### config.mk
export PLATFORM = sky130hd
export DESIGN_NAME = i2c_mem_target
export DESIGN_NICKNAME = d
export VERILOG_FILES = /design/src/rtl/i2c_tgt_pkg.sv /design/src/rtl/i2c_tgt_sync.sv /design/src/rtl/i2c_tgt_events.sv /design/src/rtl/i2c_tgt_mem.sv /design/src/rtl/i2c_mem_target.sv
export SDC_FILE = /design/constraint.sdc
export NUM_CORES = 1
export LEC_CHECK = 0
export BUFFER_PORTS_ARGS = -buffer_cell sky130_fd_sc_hd__buf_2
export CORE_UTILIZATION = 59
export DETAILED_ROUTE_END_ITERATION = 6
export PLACE_DENSITY = 0.75
export SLEW_MARGIN = 10
export SYNTH_ARGS = -nofsm -noshare
export SYNTH_HDL_FRONTEND = slang
export SYNTH_SLANG_ARGS = --single-unit
### constraint.sdc
create_clock -name clk -period 2.9 [get_ports clk]
set_input_delay 0.58 -clock clk [delete_from_list [all_inputs] [get_ports clk]]
set_output_delay 0.58 -clock clk [all_outputs]
set_load 0.02 [all_outputs]
### src/rtl/i2c_tgt_pkg.sv
// Shared types for the I2C byte-memory target.
// Assumes: nothing beyond IEEE 1800-2017.
package i2c_tgt_pkg;

    // Transaction phases of the target.
    typedef enum logic [2:0] {
        ST_IDLE   = 3'd0,  // waiting for START
        ST_ADDR   = 3'd1,  // receiving address byte
        ST_WPTR   = 3'd2,  // receiving pointer byte
        ST_WDATA  = 3'd3,  // receiving data bytes
        ST_READ   = 3'd4,  // sending data bytes
        ST_IGNORE = 3'd5   // not addressed or aborted, silent until START/STOP
    } tgt_state_e;

endpackage

### src/rtl/i2c_tgt_sync.sv
// Multi-stage synchroniser for asynchronous bus lines.
// Assumes: inputs are quasi-static levels; reset value is the idle-high bus.
module i2c_tgt_sync #(
    parameter int WIDTH  = 2,
    parameter int STAGES = 2
) (
    input  logic             clk,
    input  logic             rst_n,
    input  logic [WIDTH-1:0] async_in,
    output logic [WIDTH-1:0] sync_out
);

    logic [WIDTH-1:0] stage_q [STAGES];

    // Shift each line through STAGES flops.
    always_ff @(posedge clk) begin
        if (!rst_n) begin
            for (int s = 0; s < STAGES; s++) stage_q[s] <= '1;
        end else begin
            stage_q[0] <= async_in;
            for (int s = 1; s < STAGES; s++) stage_q[s] <= stage_q[s-1];
        end
    end

    assign sync_out = stage_q[STAGES-1];

endmodule

### src/rtl/i2c_tgt_events.sv
// Finds SCL edges and START/STOP conditions on synchronised line levels.
// Assumes: inputs already synchronised to clk; outputs are single-cycle pulses.
module i2c_tgt_events (
    input  logic clk,
    input  logic rst_n,
    input  logic scl_s,
    input  logic sda_s,
    output logic scl_rise,
    output logic scl_fall,
    output logic start_det,
    output logic stop_det
);

    logic scl_prev;
    logic sda_prev;

    // Remember last synchronised levels for edge detection.
    always_ff @(posedge clk) begin
        if (!rst_n) begin
            scl_prev <= 1'b1;
            sda_prev <= 1'b1;
        end else begin
            scl_prev <= scl_s;
            sda_prev <= sda_s;
        end
    end

    // Decode clock edges and bus conditions.
    always_comb begin
        scl_rise  = !scl_prev && scl_s;
        scl_fall  = scl_prev && !scl_s;
        start_det = scl_prev && scl_s && sda_prev && !sda_s;
        stop_det  = scl_prev && scl_s && !sda_prev && sda_s;
    end

endmodule

### src/rtl/i2c_tgt_mem.sv
// Byte memory with one synchronous write port and one combinational read port.
// Assumes: DEPTH is a power of two; contents cleared by reset.
module i2c_tgt_mem #(
    parameter int DEPTH  = 16,
    parameter int DATA_W = 8,
    localparam int ADDR_W = $clog2(DEPTH)
) (
    input  logic              clk,
    input  logic              rst_n,
    input  logic              wr_en,
    input  logic [ADDR_W-1:0] wr_addr,
    input  logic [DATA_W-1:0] wr_data,
    input  logic [ADDR_W-1:0] rd_addr,
    output logic [DATA_W-1:0] rd_data
);

    logic [DATA_W-1:0] cells [DEPTH];

    // Clear on reset, store on write strobe.
    always_ff @(posedge clk) begin
        if (!rst_n) begin
            for (int i = 0; i < DEPTH; i++) cells[i] <= '0;
        end else if (wr_en) begin
            cells[wr_addr] <= wr_data;
        end
    end

    assign rd_data = cells[rd_addr];

endmodule

### src/rtl/i2c_mem_target.sv
// I2C target with a pointer-addressed byte memory.
// Assumes: clk at least ~8x faster than SCL; no clock stretching; 7-bit
// addressing; MEM_DEPTH a power of two no larger than 256.
module i2c_mem_target #(
    parameter logic [6:0] DEV_ADDR  = 7'h10,
    parameter int         MEM_DEPTH = 16,
    parameter int         SYNC_STG  = 2
) (
    input  logic clk,
    input  logic rst_n,
    input  logic scl_in,
    input  logic sda_in,
    output logic sda_pull_low
);
    import i2c_tgt_pkg::*;

    localparam int BYTE_W = 8;
    localparam int PTR_W  = $clog2(MEM_DEPTH);
    localparam int CNT_W  = $clog2(BYTE_W + 2);
    localparam logic [CNT_W-1:0] CNT_ACK  = CNT_W'(BYTE_W);
    localparam logic [CNT_W-1:0] CNT_DONE = CNT_W'(BYTE_W + 1);

    logic [1:0]        sync_vec;
    logic              scl_s, sda_s;
    logic              scl_rise, scl_fall, start_det, stop_det;
    tgt_state_e        state;
    logic [CNT_W-1:0]  bit_cnt;
    logic [BYTE_W-1:0] shift_in;
    logic [BYTE_W-1:0] tx_byte;
    logic [PTR_W-1:0]  ptr;
    logic              rw_bit;
    logic              master_nack;
    logic              drive_low;
    logic              wr_en;
    logic [BYTE_W-1:0] rd_data;
    logic              addr_hit;
    logic              ptr_ok;
    logic [2:0]        tx_idx;

    i2c_tgt_sync #(.WIDTH(2), .STAGES(SYNC_STG)) i_sync (
        .clk      (clk),
        .rst_n    (rst_n),
        .async_in ({scl_in, sda_in}),
        .sync_out (sync_vec)
    );
    assign scl_s = sync_vec[1];
    assign sda_s = sync_vec[0];

    i2c_tgt_events i_events (
        .clk       (clk),
        .rst_n     (rst_n),
        .scl_s     (scl_s),
        .sda_s     (sda_s),
        .scl_rise  (scl_rise),
        .scl_fall  (scl_fall),
        .start_det (start_det),
        .stop_det  (stop_det)
    );

    i2c_tgt_mem #(.DEPTH(MEM_DEPTH), .DATA_W(BYTE_W)) i_mem (
        .clk     (clk),
        .rst_n   (rst_n),
        .wr_en   (wr_en),
        .wr_addr (ptr),
        .wr_data (shift_in),
        .rd_addr (ptr),
        .rd_data (rd_data)
    );

    // Byte decode helpers and the memory write strobe.
    always_comb begin
        addr_hit = (shift_in[7:1] == DEV_ADDR);
        ptr_ok   = (int'(shift_in) < MEM_DEPTH);
        tx_idx   = 3'(7 - int'(bit_cnt));
        wr_en    = (state == ST_WDATA) && scl_fall && (bit_cnt == CNT_ACK)
                   && !start_det && !stop_det;
    end

    // Transaction sequencer: bit counting, acknowledge and data drive.
    always_ff @(posedge clk) begin
        if (!rst_n) begin
            state       <= ST_IDLE;
            bit_cnt     <= '0;
            shift_in    <= '0;
            tx_byte     <= '0;
            ptr         <= '0;
            rw_bit      <= 1'b0;
            master_nack <= 1'b0;
            drive_low   <= 1'b0;
        end else if (start_det) begin
            state     <= ST_ADDR;
            bit_cnt   <= '0;
            drive_low <= 1'b0;
        end else if (stop_det) begin
            state     <= ST_IDLE;
            bit_cnt   <= '0;
            drive_low <= 1'b0;
        end else if (state != ST_IDLE) begin
            if (scl_rise) begin
                if (bit_cnt < CNT_ACK) begin
                    shift_in <= {shift_in[BYTE_W-2:0], sda_s};
                    bit_cnt  <= bit_cnt + 1'b1;
                end else if (bit_cnt == CNT_ACK) begin
                    master_nack <= sda_s;
                    bit_cnt     <= CNT_DONE;
                end
            end else if (scl_fall) begin
                if (bit_cnt == CNT_ACK) begin
                    // Eight bits done: decide the acknowledge.
                    case (state)
                        ST_ADDR: begin
                            if (addr_hit) begin
                                rw_bit    <= shift_in[0];
                                drive_low <= 1'b1;
                            end else begin
                                state <= ST_IGNORE;
                            end
                        end
                        ST_WPTR: begin
                            if (ptr_ok) begin
                                ptr       <= shift_in[PTR_W-1:0];
                                drive_low <= 1'b1;
                            end else begin
                                state <= ST_IGNORE;
                            end
                        end
                        ST_WDATA: begin
                            ptr       <= ptr + 1'b1;
                            drive_low <= 1'b1;
                        end
                        default: drive_low <= 1'b0;
                    endcase
                end else if (bit_cnt == CNT_DONE) begin
                    // Ninth clock over: release and move to next byte.
                    bit_cnt   <= '0;
                    drive_low <= 1'b0;
                    case (state)
                        ST_ADDR: begin
                            if (rw_bit) begin
                                state     <= ST_READ;
                                tx_byte   <= rd_data;
                                ptr       <= ptr + 1'b1;
                                drive_low <= !rd_data[BYTE_W-1];
                            end else begin
                                state <= ST_WPTR;
                            end
                        end
                        ST_WPTR: state <= ST_WDATA;
                        ST_READ: begin
                            if (master_nack) begin
                                state <= ST_IGNORE;
                            end else begin
                                tx_byte   <= rd_data;
                                ptr       <= ptr + 1'b1;
                                drive_low <= !rd_data[BYTE_W-1];
                            end
                        end
                        default: ;
                    endcase
                end else if (state == ST_READ && bit_cnt != '0) begin
                    drive_low <= !tx_byte[tx_idx];
                end
            end
        end
    end

    assign sda_pull_low = drive_low;

    // A START always re-arms address decoding at bit 0.
    assert_start_rearms_R8: assert property (@(posedge clk) disable iff (!rst_n)
        start_det |=> (state == ST_ADDR && bit_cnt == '0 && !sda_pull_low));

    // A STOP always returns to idle.
    assert_stop_idles_R8: assert property (@(posedge clk) disable iff (!rst_n)
        stop_det |=> (state == ST_IDLE && !sda_pull_low));

    // SDA pull-down begins only while synchronised SCL is low.
    assert_pull_while_scl_low_R9: assert property (@(posedge clk) disable iff (!rst_n)
        $rose(sda_pull_low) |-> !scl_s);

    // Silent after NACK or address mismatch.
    assert_silent_when_ignored_R7: assert property (@(posedge clk) disable iff (!rst_n)
        (state == ST_IGNORE) |-> !sda_pull_low);

    // Idle target never holds SDA.
    assert_released_in_idle_R10: assert property (@(posedge clk) disable iff (!rst_n)
        (state == ST_IDLE) |-> !sda_pull_low);

endmodule

; Yosys cells after proc, flatten, opt, wreduce, memory -nomap -nowiden
; Memories as Yosys holds them, arrays and structs flattened. A register that Yosys moved wholly into a read port is not among the register bits.
; Index checks and enable logic that the tools add are counted.
[word_totals]
regBits = 32
ramBits = 132
in_bits = 4
n_memories = 2
[op_classes]
n_addsub = 3
n_lt_le_gt_ge = 3
eq_ne = 25
n_mux = 52
n_bitwise = 8
reduce_logical = 44
[memory_table]
columns = name, depth, width, rd, rd_clocked_by_memory_dff, wr, line
row1 = i_mem.cells, 16, 8, 1, 1, 16, i2c_tgt_mem.sv:17  ; logic [DATA_W-1:0] cells [DEPTH];
row2 = i_sync.stage_q, 2, 2, 2, 0, 2, i2c_tgt_sync.sv:13  ; logic [WIDTH-1:0] stage_q [STAGES];
[op_table]
columns = operator, count
row1 = 2-to-1 mux 4 bit, 14
row2 = "!= test 3 bit, second input constant", 9
row3 = 2-to-1 mux 8 bit, 3
row4 = 2-to-1 mux 1 bit, 19
row5 = 2-to-1 mux 3 bit, 6
row6 = AND reduction 9 bit, 2
row7 = nonzero test 3 bit, 6
row8 = case mux 4 bit (2 select lines), 2
row9 = case mux 8 bit (2 select lines), 1
row10 = "!= test 5 bit, second input constant", 3
row11 = logical AND 1 bit, 12
row12 = AND reduction 6 bit, 2
row13 = AND reduction 11 bit, 1
row14 = AND reduction 10 bit, 1
row15 = AND reduction 5 bit, 2
row16 = case mux 3 bit (3 select lines), 1
row17 = "adder 4 x 1 -> 4 bit, second input constant", 2
row18 = "== test 4 bit, second input constant", 2
row19 = logical NOT 1 bit, 8
row20 = "< comparator 8 x 5 -> 1 bit, second input constant", 1
row21 = AND reduction 8 bit, 1
row22 = nonzero test 2 bit, 4
row23 = nonzero test 4 bit, 2
row24 = OR reduction 8 bit, 1
row25 = 21 further kinds, 30

; Logic depth before layout (Yosys ltp)
; Gate-level depths: netlist (run 1).
; An unclocked memory read counts as a cell.
[logic_depth]
ltp_word = 12
ltp_mapped = 8
depth_no_buf = 7

; Modules after synthesis
; From an unflattened synthesis (run 1), not the netlist that was laid out.
[unflattened]
cells_unflattened = 600
area_unflattened_um2 = 7980.2
[by_module_without_submodules]
columns = mod, instances, cells_each, area_each_um2, seq_area_each_um2
row1 = i2c_tgt_mem, 1, 375, 5933.2, 3843.7
row2 = i2c_mem_target, 1, 207, 1841.8, 600.6
row3 = i2c_tgt_sync, 1, 10, 120.1, 80.1
row4 = i2c_tgt_events, 1, 8, 85.1, 40.0

; Least setup slack after synthesis (run 1)
; OpenSTA, ideal clock, no wires.
[synth_timing]
kind = flip-flop to flip-flop
startpoint = register bit_cnt[0]
endpoint = memory i_mem.cells[14][0] (enable)
setup_time_ns = 0.384
arrival_ns = 2.300
t_required_ns = 2.516
path_slack_ns = 0.216
path_stages_with_launch = 6
cell_sequence = dfxtp_1 -> buf_6 -> or4b_4 -> a2111oi_4 -> nand4_1 -> o21ai_0
[synth_rtl]
columns = element, line
row1 = "start, declared", i2c_mem_target.sv:27  ; logic [CNT_W-1:0] bit_cnt;
row2 = "start signal, assigned", i2c_mem_target.sv:102  ; bit_cnt <= bit_cnt + 1'b1;
row3 = "end, declared", i2c_tgt_mem.sv:17

==> impl_metrics.prom, run 1 <==
# TYPE chip_impl_metric gauge
chip_impl_metric{name="timing.reg2reg.setup_slack",unit="ns"} 0.18
chip_impl_metric{name="maximum_number_of_pins_on_one_net_before_global_route_repair",unit=""} 35
chip_impl_metric{name="cts_buffers",unit=""} 17
chip_impl_metric{name="min_period_over_period",unit="%"} 93.77
chip_impl_metric{name="tritoncts_num_sinks",unit=""} 168
chip_impl_metric{name="grt_pass1_wl",unit="um"} 28570
chip_impl_metric{name="post-route-drc-count",unit=""} 0
chip_impl_info{name="critical_path.startpoint_type",value="flop"} 1
chip_impl_metric{name="worstPathMaxFanout",unit=""} 11
chip_impl_info{name="endpoint_kind",value="flop"} 1
chip_impl_metric{name="peak_per_stage_delay_on_the_critical_path",unit="ns"} 0.59
chip_impl_metric{name="final_util",unit="%"} 67.44
chip_impl_metric{name="cp.buffers_inverters",unit=""} 1
chip_impl_metric{name="power-per-cell-area",unit="nW/um^2"} 563.8
chip_impl_info{name="hold_path_class",value="in2reg"} 1
chip_impl_info{name="post-synth-top-area-cell",value="edfxtp_1"} 1
chip_impl_metric{name="report.final.slew_viol_count",unit=""} 0
chip_impl_metric{name="antenna_violations_before_repair",unit=""} 0
chip_impl_metric{name="dp_hpwl",unit="um"} 12170
chip_impl_info{name="tritoncts",value="done"} 1
chip_impl_metric{name="max_freq",unit="MHz"} 367.7
chip_impl_metric{name="synth_nets",unit=""} 628
chip_impl_metric{name="clock_skew",unit="ns"} 0.01418
chip_impl_metric{name="avgViaCountPerCell",unit=""} 6.126
chip_impl_metric{name="static-leakage-power",unit="uW"} 0.003194
chip_impl_metric{name="clkSlewWorstSetupHoldPaths",unit="ns"} 0.07
chip_impl_metric{name="synth_async_sr_flop_share",unit="%"} 0
chip_impl_info{name="grt_setup_unrepaired",value="no"} 1
chip_impl_metric{name="post_cts_sizing",unit=""} 0
chip_impl_metric{name="final_antenna_net_count",unit=""} 0
chip_impl_metric{name="placementRows",unit=""} 42
chip_impl_metric{name="peakVddDrop",unit="uV"} 457.1
chip_impl_info{name="worstHoldStart",value="scl_in"} 1
chip_impl_metric{name="route.final.wire_length",unit="um"} 18010
chip_impl_metric{name="antenna-diode-count",unit=""} 0
chip_impl_metric{name="nets",unit=""} 648
chip_impl_metric{name="detailedRoute.firstPassIterationCount",unit=""} 6
chip_impl_info{name="clk_root_buffer_cell",value="clkbuf_16"} 1
chip_impl_metric{name="synthCells",unit=""} 614
chip_impl_metric{name="post-layout-total-power",unit="uW"} 5035
chip_impl_metric{name="routed-via-count",unit=""} 5042
chip_impl_metric{name="finalHoldViolCount",unit=""} 0
chip_impl_metric{name="flow.area_growth_from_synthesis",unit="%"} 11.88
chip_impl_metric{name="design.core.area",unit="um^2"} 13240
chip_impl_metric{name="die_x",unit="um"} 118.3
chip_impl_info{name="synth_flop_cell",value="edfxtp_1"} 1
chip_impl_info{name="worstSetupStartpoint",value="bit_cnt[3]"} 1
chip_impl_metric{name="dieArea",unit="um^2"} 14000
chip_impl_metric{name="layout-drive-gt1-share",unit="%"} 19.78
chip_impl_metric{name="syn-cell-area",unit="um^2"} 7983
chip_impl_metric{name="fin_crit",unit="ns"} 2.719
chip_impl_metric{name="buffer_ports.inserted",unit=""} 4
chip_impl_metric{name="yosys_register_bits",unit=""} 168
chip_impl_metric{name="area_fraction_of_the_dominant_cell_type_after_synthesis",unit="%"} 48.15
chip_impl_info{name="result_of_the_run",value="finished, final reports clean"} 1
chip_impl_metric{name="syn_area_per_cell",unit="um^2"} 13.00
chip_impl_metric{name="unique_masters_post_synth",unit=""} 62
chip_impl_info{name="worstPathCellList",value="or4b_4, a2111oi_4, nand4_1, buf_4, nor2_1, and2_1"} 1
chip_impl_metric{name="number_of_buffers_on_the_longest_clock_path",unit=""} 2
chip_impl_metric{name="cts.htree.levels",unit=""} 4
chip_impl_metric{name="fin_tns_setup",unit="ns"} 0
chip_impl_metric{name="drt-wirelength-per-cell",unit="um"} 21.89
chip_impl_metric{name="report.final.setup_viol",unit=""} 0
chip_impl_metric{name="die_h",unit="um"} 118.3
chip_impl_metric{name="synth_enable_flop_cells",unit=""} 128
chip_impl_metric{name="cts_hold_buffers",unit=""} 0
chip_impl_metric{name="insertion_delay",unit="ns"} 0.43
chip_impl_metric{name="yosys_warnings",unit=""} 0
chip_impl_metric{name="via_count_of_the_first_global_routing_pass",unit=""} 5178
chip_impl_metric{name="rel_slew_slack",unit="%"} 51.77
chip_impl_metric{name="synth_sequential_area_ratio",unit="%"} 58.18
chip_impl_metric{name="worst_slew_pin_slew",unit="ns"} 0.7179
chip_impl_metric{name="overflow",unit=""} 0
chip_impl_metric{name="instance_count_after_placement_with_tap_cells_included",unit=""} 789
chip_impl_metric{name="grt.total_usage",unit="%"} 27.89
chip_impl_metric{name="fin_cells",unit=""} 823
chip_impl_metric{name="dr.first_iter.drc_count",unit=""} 647
chip_impl_info{name="category_of_cells_accounting_for_the_largest_share_of_critical_path_delay",value="simple AND/OR/NAND/NOR gates"} 1
chip_impl_metric{name="initial_core_util",unit="%"} 60.28
chip_impl_metric{name="cp_data_required_time",unit="ns"} 3.19
chip_impl_metric{name="post_cts.repair.setup_buffers",unit=""} 0
chip_impl_info{name="critical-path-slowest-cell",value="or4b_4"} 1
chip_impl_info{name="synthTopCellsByArea",value="edfxtp_1, and2_1, dfxtp_1"} 1
chip_impl_metric{name="place.gp.congestion",unit=""} 0.9583
chip_impl_metric{name="maxCapViolations",unit=""} 0
chip_impl_metric{name="top_level_ports",unit=""} 5
chip_impl_info{name="critical_path.reg2reg.startpoint",value="bit_cnt[3]"} 1
chip_impl_info{name="critical_path_class",value="reg2reg"} 1
chip_impl_metric{name="cp_data_arrival_time",unit="ns"} 3.01
## state kept, by name, indices dropped and copies added (netlist names), named ones only
| register | cells |
|---|---|
| bit_cnt | 4 |
| i_events.scl_prev | 1 |
| i_events.sda_prev | 1 |
| i_mem.cells | 128 |
| i_sync.stage_q | 4 |
| master_nack | 1 |
| ptr | 4 |
| rw_bit | 1 |
| sda_pull_low | 1 |
| shift_in | 8 |
| state | 3 |
| tx_byte | 8 |
## layout make-up
type / instances / area (um^2)
Sequential cell: 168 / 4646
Fill cell: 947 / 4312
Multi-Input combinational cell: 392 / 3115
Clock buffer: 21 / 493.0
Timing Repair Buffer: 45 / 327.8
Tap cell: 176 / 220.2
Clock inverter: 11 / 91.34
Inverter: 10 / 37.54
## final timing paths
| path | cells after the start | endpoint |
|---|---|---|
| setup reg to reg | 6 | i_mem.cells[4][4] |
| hold reg to reg | 1 | i_sync.stage_q[0][3] |
| hold / removal | 2 | i_sync.stage_q[0][1] |
| setup / recovery | 6 | i_mem.cells[4][4] |
## where the power goes
| group | internal (uW) | switching, uW |
|---|---|---|
| logic | 50.4 | 83.3 |
| clock network | 1300 | 926 |
| registers | 2640 | 29.1 |
## stage by stage
| step | setup WS (ns) | hold WS, ns | instance area, um^2 |
|---|---|---|---|
| 2_1_floorplan | 0.2159 | 0.3863 | 7983 |
| 3_3_place_gp | 0.2264 | 0.3988 | 8332 |
| 3_5_place_dp | 0.1335 | 0.4122 | 8332 |
| 4_1_cts | 0.1175 | 0.3235 | 8916 |
| 5_1_grt | 0.01626 | 0.3280 | 8931 |
| 6_report | 0.1807 | 0.3293 | 8931 |
## synthesized netlist by cell type (4+ instances only)
master	n
nor2_1	40
ha_1	10
nor3_1	4
nor3_2	5
nand4_1	5
a22o_1	12
nand3_1	8
nand2_1	16
o21ai_0	21
and2_1	130
inv_1	10
clkbuf_1	37
edfxtp_1	128
o22ai_1	7
nor2b_1	9
mux2i_1	13
a21oi_1	9
dfxtp_1	40
o31ai_1	4
mux4_2	35
nand2b_1	16
## per-layer routing
layer | global-route usage, % | share of wire, %
met4 | 14.42 | 4.0
met3 | 6.853 | 7.6
met5 | 0 | 0
met1 | 36.27 | 40
met2 | 43.64 | 48
## cell families after synthesis
kind of cell	count (synthesis)	synth area share (%)
buf+inv	54	2.790
simple gates	253	18.59
xor+xnor	2	0.2195
compound gates	79	7.148
flops	168	58.18
mux	48	11.50
fa+ha+maj	10	1.567
## cells in the final DEF, fill, tap and decap left out, types with 2 or more instances in the layout
cell type	instances
nand2b_1	16
inv_4	2
nor3_1	4
o22ai_1	7
nand3_1	8
a22o_1	12
o31ai_1	4
clkbuf_16	19
dfxtp_1	39
nor4b_1	2
mux4_2	35
inv_1	10
a31oi_1	3
or3b_2	3
and4_1	2
a21oi_1	9
nor3_2	5
nor2b_1	9
nand4_1	5
nor2_1	40
and2_1	130
clkinv_2	4
ha_1	10
edfxtp_1	128
buf_2	4
nor4_1	3
buf_4	41
mux2i_1	13
o21ai_0	21
nand2_1	16
or2_2	2
a211oi_1	2
a221oi_1	2
Power figures use the tool's default switching activity.
==> run 2: changes to the inputs <==
--- a/config.mk
+++ b/config.mk
@@ -9,6 +9,7 @@
 export CORE_UTILIZATION = 59
 export DETAILED_ROUTE_END_ITERATION = 6
 export PLACE_DENSITY = 0.75
+export RECOVER_POWER = 25
 export SLEW_MARGIN = 10
 export SYNTH_ARGS = -nofsm -noshare
 export SYNTH_HDL_FRONTEND = slang
==> impl_metrics.prom, run 2 (synthesis results as in run 1) <==
# TYPE chip_impl_metric gauge
chip_impl_info{name="endpoint_kind",value="flop"} 1
chip_impl_metric{name="antenna-diode-count",unit=""} 0
chip_impl_metric{name="worstPathMaxFanout",unit=""} 11
chip_impl_metric{name="detailedRoute.firstPassIterationCount",unit=""} 6
chip_impl_metric{name="fin_cells",unit=""} 823
chip_impl_metric{name="fin_crit",unit="ns"} 2.726
chip_impl_metric{name="report.final.setup_viol",unit=""} 0
chip_impl_metric{name="clkSlewWorstSetupHoldPaths",unit="ns"} 0.07
chip_impl_info{name="max_flop_register",value="i_mem.cells"} 1
chip_impl_info{name="clk_root_buffer_cell",value="clkbuf_16"} 1
chip_impl_metric{name="cp_data_required_time",unit="ns"} 2.98
chip_impl_metric{name="finalHoldViolCount",unit=""} 0
chip_impl_metric{name="buffer_ports.inserted",unit=""} 4
chip_impl_metric{name="cp_data_arrival_time",unit="ns"} 2.80
chip_impl_metric{name="fill_cell_total_of_the_finished_layout",unit=""} 959
chip_impl_metric{name="p_sw",unit="uW"} 1038
chip_impl_metric{name="worst_setup_slack_final",unit="ns"} 0.1745
chip_impl_info{name="violations",value="max-capacitance violations, max-slew violations"} 1
chip_impl_info{name="final_common_cell",value="edfxtp_1"} 1
chip_impl_metric{name="clock_skew",unit="ns"} 0.009636
chip_impl_metric{name="seqPwrFrac",unit="%"} 53.1
chip_impl_metric{name="top_level_ports",unit=""} 5
chip_impl_metric{name="peak_per_stage_delay_on_the_critical_path",unit="ns"} 0.60
chip_impl_metric{name="worst_slew_pin_slew",unit="ns"} 1.599
chip_impl_metric{name="min_period_over_period",unit="%"} 93.98
chip_impl_metric{name="tritoncts_num_sinks",unit=""} 168
chip_impl_metric{name="die_x",unit="um"} 118.3
chip_impl_metric{name="flip_flop_count_of_the_largest_register_after_layout",unit=""} 128
chip_impl_metric{name="total_area_of_multi_input_combinational_cells",unit="um^2"} 3104
chip_impl_metric{name="overflow",unit=""} 0
chip_impl_metric{name="number_of_buffers_on_the_longest_clock_path",unit=""} 2
chip_impl_metric{name="instance_count_after_placement_with_tap_cells_included",unit=""} 789
chip_impl_metric{name="layout.area.seq",unit="um^2"} 4646
chip_impl_info{name="worstPathCellList",value="or4b_4, a2111oi_4, nand4_1, clkbuf_1, nor3_2, nand2b_1"} 1
chip_impl_metric{name="p_clk_share",unit="%"} 44.3
chip_impl_metric{name="layout-drive-gt1-share",unit="%"} 17.77
chip_impl_metric{name="design.core.area",unit="um^2"} 13240
chip_impl_info{name="grt_setup_unrepaired",value="no"} 1
chip_impl_metric{name="drt-wirelength-per-cell",unit="um"} 21.79
chip_impl_info{name="critical_path_class",value="reg2reg"} 1
chip_impl_metric{name="antenna_violations_before_repair",unit=""} 0
chip_impl_metric{name="dp_worst_setup_slack",unit="ns"} 0.1335
chip_impl_metric{name="cts_hold_buffers",unit=""} 0
chip_impl_metric{name="report.final.slew_viol_count",unit=""} 35
chip_impl_metric{name="route.final.wire_length",unit="um"} 17930
chip_impl_info{name="tritoncts",value="done"} 1
chip_impl_metric{name="post-layout-total-power",unit="uW"} 5033
chip_impl_metric{name="fin_tns_setup",unit="ns"} 0
chip_impl_metric{name="placementRows",unit=""} 42
chip_impl_metric{name="grt.total_usage",unit="%"} 27.89
chip_impl_info{name="critical_path.startpoint_type",value="flop"} 1
chip_impl_metric{name="final_antenna_net_count",unit=""} 0
chip_impl_info{name="top_flop_regs",value="i_mem.cells (128), shift_in (8), tx_byte (8)"} 1
chip_impl_metric{name="routed-via-count",unit=""} 5012
chip_impl_metric{name="avgViaCountPerCell",unit=""} 6.090
chip_impl_metric{name="die_h",unit="um"} 118.3
chip_impl_metric{name="flow.area_growth_from_synthesis",unit="%"} 11.25
chip_impl_metric{name="post-route-drc-count",unit=""} 0
chip_impl_info{name="hold_path_class",value="in2reg"} 1
chip_impl_metric{name="dieArea",unit="um^2"} 14000
chip_impl_metric{name="power.share.combinational",unit="%"} 2.6
chip_impl_metric{name="initial_core_util",unit="%"} 60.28
chip_impl_metric{name="holdWs",unit="ns"} 0.3320
chip_impl_metric{name="maximum_number_of_pins_on_one_net_before_global_route_repair",unit=""} 35
chip_impl_metric{name="dr.first_iter.drc_count",unit=""} 610
chip_impl_metric{name="intPower",unit="uW"} 3996
chip_impl_metric{name="grt_pass1_wl",unit="um"} 28570
chip_impl_info{name="critical-path-slowest-cell",value="or4b_4"} 1
chip_impl_metric{name="maxCapViolations",unit=""} 1
chip_impl_metric{name="static-leakage-power",unit="uW"} 0.003130
chip_impl_metric{name="cts.htree.levels",unit=""} 4
chip_impl_metric{name="insertion_delay",unit="ns"} 0.43
chip_impl_metric{name="sw_frac_of_total",unit="%"} 20.61
chip_impl_metric{name="post_cts_sizing",unit=""} 0
chip_impl_metric{name="nets",unit=""} 648
chip_impl_metric{name="dp_hpwl",unit="um"} 12170
chip_impl_metric{name="max_freq",unit="MHz"} 366.9
chip_impl_metric{name="rel_slew_slack",unit="%"} -6.625
chip_impl_metric{name="peakVddDrop",unit="uV"} 456.4
chip_impl_metric{name="via_count_of_the_first_global_routing_pass",unit=""} 5178
chip_impl_info{name="most_frequent_cells_in_the_layout",value="edfxtp_1, and2_1, nor2_1"} 1
chip_impl_metric{name="place.gp.congestion",unit=""} 0.9583
chip_impl_metric{name="cts_buffers",unit=""} 17
chip_impl_metric{name="power-per-cell-area",unit="nW/um^2"} 566.7
chip_impl_info{name="result_of_the_run",value="complete, but fails checks"} 1
==> run 2: stage by stage <==
step	utilization, %	cell area, um^2
2_1_floorplan	-	7983
3_3_place_gp	62.92	8332
3_5_place_dp	62.92	8332
4_1_cts	67.33	8916
5_1_grt	67.06	8881
6_report	67.06	8881
==> run 2: final timing paths <==
check                        from                    to  slack [ns]  depth (start not counted)
min reg2reg  i_sync.stage_q[0][1]  i_sync.stage_q[0][3]        0.43                          1
max reg2reg            bit_cnt[3]     i_mem.cells[1][2]        0.17                          6
max                    bit_cnt[3]     i_mem.cells[1][2]        0.17                          6
min                        scl_in  i_sync.stage_q[0][1]        0.33                          2
==> run 2: final cells by class <==
type,instances,share of cell area [%]
clock buffers,21,5.551
clock inverters,11,1.028
inverters,10,0.4227
multi-input cells,392,34.95
flip-flops and latches,168,52.31
well taps,176,2.480
repair buffers,45,3.254
==> run 2: power groups by stage <==
stage | Combinational [uW] | Sequential, uW | Clock (uW)
floorplan | 90.0 | 2700 | 0
global placement | 128 | 2720 | 0
detailed placement | 132 | 2720 | 0
CTS | 133 | 2670 | 2250
global route | 144 | 2680 | 2340
finish | 133 | 2670 | 2230
==> run 2: per-layer routing <==
metal	wire, um	global-route usage [%]	up-vias
li1	-	-	2292
met1	7218	36.27	2478
met2	8637	43.64	199
met3	1376	6.853	43
met4	697	14.42	0
met5	0	0	-
==> run 2: timing repair <==
| action | 4_1_cts | 5_1_grt |
|---|---|---|
| setup endpoints to repair | 0 | 62 |
| setup buffers | 0 | 2 |
| hold endpoints to repair | 0 | 0 |
==> run 2: critical path, delay by kind of cell, from the launching register on <==
family                 cells  cell delay, ns
AO/OA/AOI/OAI              1            0.38
buffers and inverters      1            0.25
flip-flops                 1            0.47
AND/OR/NAND/NOR            4            1.26
==> run 3: changes to the inputs <==
--- a/config.mk
+++ b/config.mk
@@ -6,11 +6,15 @@
 export NUM_CORES = 1
 export LEC_CHECK = 0
 export BUFFER_PORTS_ARGS = -buffer_cell sky130_fd_sc_hd__buf_2
-export CORE_UTILIZATION = 59
+export CELL_PAD_IN_SITES_DETAIL_PLACEMENT = 0
+export CELL_PAD_IN_SITES_GLOBAL_PLACEMENT = 1
+export CORE_UTILIZATION = 53
 export DETAILED_ROUTE_END_ITERATION = 6
-export PLACE_DENSITY = 0.75
+export PLACE_DENSITY_LB_ADDON = 0.1
 export RECOVER_POWER = 25
+export REMOVE_ABC_BUFFERS = 1
 export SLEW_MARGIN = 10
 export SYNTH_ARGS = -nofsm -noshare
 export SYNTH_HDL_FRONTEND = slang
+export SYNTH_HIERARCHICAL = 1
 export SYNTH_SLANG_ARGS = --single-unit
==> impl_metrics.prom, run 3 <==
# TYPE chip_impl_metric gauge
chip_impl_info{name="result_of_the_run",value="finished, final reports clean"} 1
chip_impl_metric{name="flip_flop_count_of_the_largest_register_after_layout",unit=""} 128
chip_impl_metric{name="layout-drive-gt1-share",unit="%"} 14.40
chip_impl_metric{name="worstPathMaxFanout",unit=""} 11
chip_impl_metric{name="static-leakage-power",unit="uW"} 0.003086
chip_impl_metric{name="die_h",unit="um"} 124.7
chip_impl_info{name="critical_path_class",value="reg2reg"} 1
chip_impl_metric{name="synth_sequential_area_ratio",unit="%"} 57.20
chip_impl_metric{name="maxCapViolations",unit=""} 0
chip_impl_metric{name="max_freq",unit="MHz"} 373.1
chip_impl_metric{name="antenna_violations_before_repair",unit=""} 0
chip_impl_metric{name="route.final.wire_length",unit="um"} 17870
chip_impl_info{name="critical-path-slowest-cell",value="or4b_4"} 1
chip_impl_metric{name="syn-cell-area",unit="um^2"} 7980
chip_impl_info{name="worstPathCellList",value="or4b_4, nor3_1, buf_4, nand4b_1, clkbuf_2, o21ai_0, clkbuf_1"} 1
chip_impl_metric{name="die_x",unit="um"} 124.7
chip_impl_metric{name="finalHoldViolCount",unit=""} 0
chip_impl_info{name="max_flop_register",value="i_mem/cells"} 1
chip_impl_info{name="top_flop_regs",value="i_mem/cells (128), shift_in (8), tx_byte (8)"} 1
chip_impl_metric{name="final_util",unit="%"} 60.70
chip_impl_info{name="clk_root_buffer_cell",value="clkbuf_16"} 1
chip_impl_metric{name="worst_slew_pin_slew",unit="ns"} 1.243
chip_impl_metric{name="post_cts.repair.setup_buffers",unit=""} 0
chip_impl_metric{name="fill_cell_total_of_the_finished_layout",unit=""} 1137
chip_impl_metric{name="synth_enable_flop_cells",unit=""} 128
chip_impl_info{name="tritoncts",value="done"} 1
chip_impl_metric{name="flow.area_growth_from_synthesis",unit="%"} 10.98
chip_impl_info{name="synth_flop_cell",value="edfxtp_1"} 1
chip_impl_metric{name="dr.first_iter.drc_count",unit=""} 454
chip_impl_metric{name="design.core.area",unit="um^2"} 14590
chip_impl_metric{name="post-layout-total-power",unit="uW"} 4984
chip_impl_metric{name="top_level_ports",unit=""} 5
chip_impl_metric{name="via_count_of_the_first_global_routing_pass",unit=""} 4947
chip_impl_metric{name="min_period_over_period",unit="%"} 92.42
chip_impl_metric{name="grt.total_usage",unit="%"} 24.42
chip_impl_metric{name="nets",unit=""} 641
chip_impl_info{name="most_common_cell_in_the_netlist",value="and2_1"} 1
chip_impl_info{name="synthTopCellsByArea",value="edfxtp_1, and2_1, dfxtp_1"} 1
chip_impl_metric{name="area_fraction_of_the_dominant_cell_type_after_synthesis",unit="%"} 48.17
chip_impl_metric{name="overflow",unit=""} 0
chip_impl_metric{name="layout.area.seq",unit="um^2"} 4566
chip_impl_metric{name="maximum_number_of_pins_on_one_net_before_global_route_repair",unit=""} 23
chip_impl_info{name="yosys-top-cells-count",value="and2_1, edfxtp_1, nor2_1, dfxtp_1, nand2_1"} 1
chip_impl_metric{name="yosys_register_bits",unit=""} 164
chip_impl_metric{name="instance_count_after_placement_with_tap_cells_included",unit=""} 798
chip_impl_metric{name="report.final.setup_viol",unit=""} 0
chip_impl_metric{name="total_area_of_multi_input_combinational_cells",unit="um^2"} 3173
chip_impl_metric{name="fin_cells",unit=""} 830
chip_impl_metric{name="rel_slew_slack",unit="%"} 16.43
chip_impl_metric{name="post-route-drc-count",unit=""} 0
chip_impl_info{name="most_frequent_cells_in_the_layout",value="edfxtp_1, and2_1, nor2_1"} 1
chip_impl_metric{name="cts_hold_buffers",unit=""} 0
chip_impl_metric{name="yosys_warnings",unit=""} 6
chip_impl_metric{name="grt_pass1_wl",unit="um"} 28140
chip_impl_metric{name="placementRows",unit=""} 44
chip_impl_metric{name="cp.buffers_inverters",unit=""} 3
chip_impl_metric{name="synthCells",unit=""} 600
chip_impl_metric{name="clock_skew",unit="ns"} 0.01009
chip_impl_info{name="critical_path.startpoint_type",value="flop"} 1
chip_impl_metric{name="dp_hpwl",unit="um"} 12270
chip_impl_metric{name="fin_crit",unit="ns"} 2.680
chip_impl_metric{name="post_cts_sizing",unit=""} 0
chip_impl_metric{name="insertion_delay",unit="ns"} 0.42
chip_impl_metric{name="place.gp.congestion",unit=""} 0.9115
chip_impl_metric{name="antenna-diode-count",unit=""} 0
chip_impl_metric{name="syn_area_per_cell",unit="um^2"} 13.30
chip_impl_info{name="grt_setup_unrepaired",value="no"} 1
chip_impl_info{name="endpoint_kind",value="flop"} 1
chip_impl_info{name="final_common_cell",value="edfxtp_1"} 1
chip_impl_metric{name="power-per-cell-area",unit="nW/um^2"} 562.7
chip_impl_metric{name="cts_buffers",unit=""} 17
chip_impl_info{name="hold_path_class",value="in2reg"} 1
chip_impl_info{name="category_of_cells_accounting_for_the_largest_share_of_critical_path_delay",value="simple AND/OR/NAND/NOR gates"} 1
chip_impl_metric{name="dieArea",unit="um^2"} 15550
chip_impl_metric{name="initial_core_util",unit="%"} 54.70
chip_impl_metric{name="final_antenna_net_count",unit=""} 0
chip_impl_metric{name="cp_data_arrival_time",unit="ns"} 2.75
chip_impl_metric{name="detailedRoute.firstPassIterationCount",unit=""} 4
chip_impl_metric{name="peak_per_stage_delay_on_the_critical_path",unit="ns"} 0.60
chip_impl_metric{name="cts.htree.levels",unit=""} 4
chip_impl_metric{name="cp_data_required_time",unit="ns"} 2.97
chip_impl_metric{name="drt-wirelength-per-cell",unit="um"} 21.53
chip_impl_metric{name="routed-via-count",unit=""} 4907
chip_impl_info{name="post-synth-top-area-cell",value="edfxtp_1"} 1
chip_impl_metric{name="avgViaCountPerCell",unit=""} 5.912
chip_impl_metric{name="clkSlewWorstSetupHoldPaths",unit="ns"} 0.07
chip_impl_metric{name="number_of_buffers_on_the_longest_clock_path",unit=""} 2
chip_impl_metric{name="unique_masters_post_synth",unit=""} 65
chip_impl_metric{name="report.final.slew_viol_count",unit=""} 0
chip_impl_metric{name="buffer_ports.inserted",unit=""} 4
chip_impl_metric{name="tritoncts_num_sinks",unit=""} 164
chip_impl_metric{name="holdWs",unit="ns"} 0.3384
chip_impl_metric{name="peakVddDrop",unit="uV"} 437.5
chip_impl_metric{name="synth_async_sr_flop_share",unit="%"} 0
run 3: worst paths after layout:
check | startpoint | endpoint | slack [ns] | depth (start not counted)
hold reg to reg | i_sync/stage_q[0][1] | i_sync/stage_q[0][3] | 0.41 | 1
hold / removal | scl_in | i_sync/stage_q[0][1] | 0.34 | 2
setup reg to reg | bit_cnt[2] | i_mem/cells[5][5] | 0.22 | 7
setup / recovery | bit_cnt[2] | i_mem/cells[5][5] | 0.22 | 7
run 3: cells by family (layout without fill, tap and decap cells):
logic type	count (synthesis)	count (layout)	synth area share, %
simple gates	269	269	20.34
fa+ha+maj	4	4	0.6272
buf+inv	36	82	2.665
flops	164	164	57.20
xor+xnor	2	2	0.2195
compound gates	70	70	5.864
mux	55	55	13.09
run 3: layout make-up:
type / instances / share of cell area, %
sequential: 164 / 51.55
multi-input combinational: 400 / 35.83
clock buffer: 23 / 5.058
timing repair buffer: 46 / 3.433
tap: 184 / 2.600
clock inverter: 9 / 1.356
inverter: 4 / 0.1695
run 3: per-layer routing:
layer	global-route usage, %	vias up	routed length, um
li1	-	2316	-
met1	33.82	2428	8112
met2	39.42	141	8678
met3	4.553	22	838
met4	7.016	0	245
met5	0	-	0
run 3: where the power goes:
group	switching, uW	internal (uW)	total, uW
combinational	84.6	59.5	144
clock	901	1280	2180
sequential	36.6	2620	2660
total	1020	3960	4980
run 3: per-stage QoR:
stage	area, um^2	setup TNS (ns)	worst slack, ns
floorplan	7782	-3.145	-0.04891
global placement	8349	0	0.3706
detailed placement	8349	0	0.3276
CTS	8917	0	0.3012
global route	8856	0	0.05728
finish	8856	0	0.2197
run 3: worst reg2reg max path, delay by kind of cell (launching register included):
kind | cells | cell delay [ns]
AOI/OAI and AO/OA | 1 | 0.15
buffers and inverters | 3 | 0.77
and+or+nand+nor | 3 | 0.98
DFF | 1 | 0.43
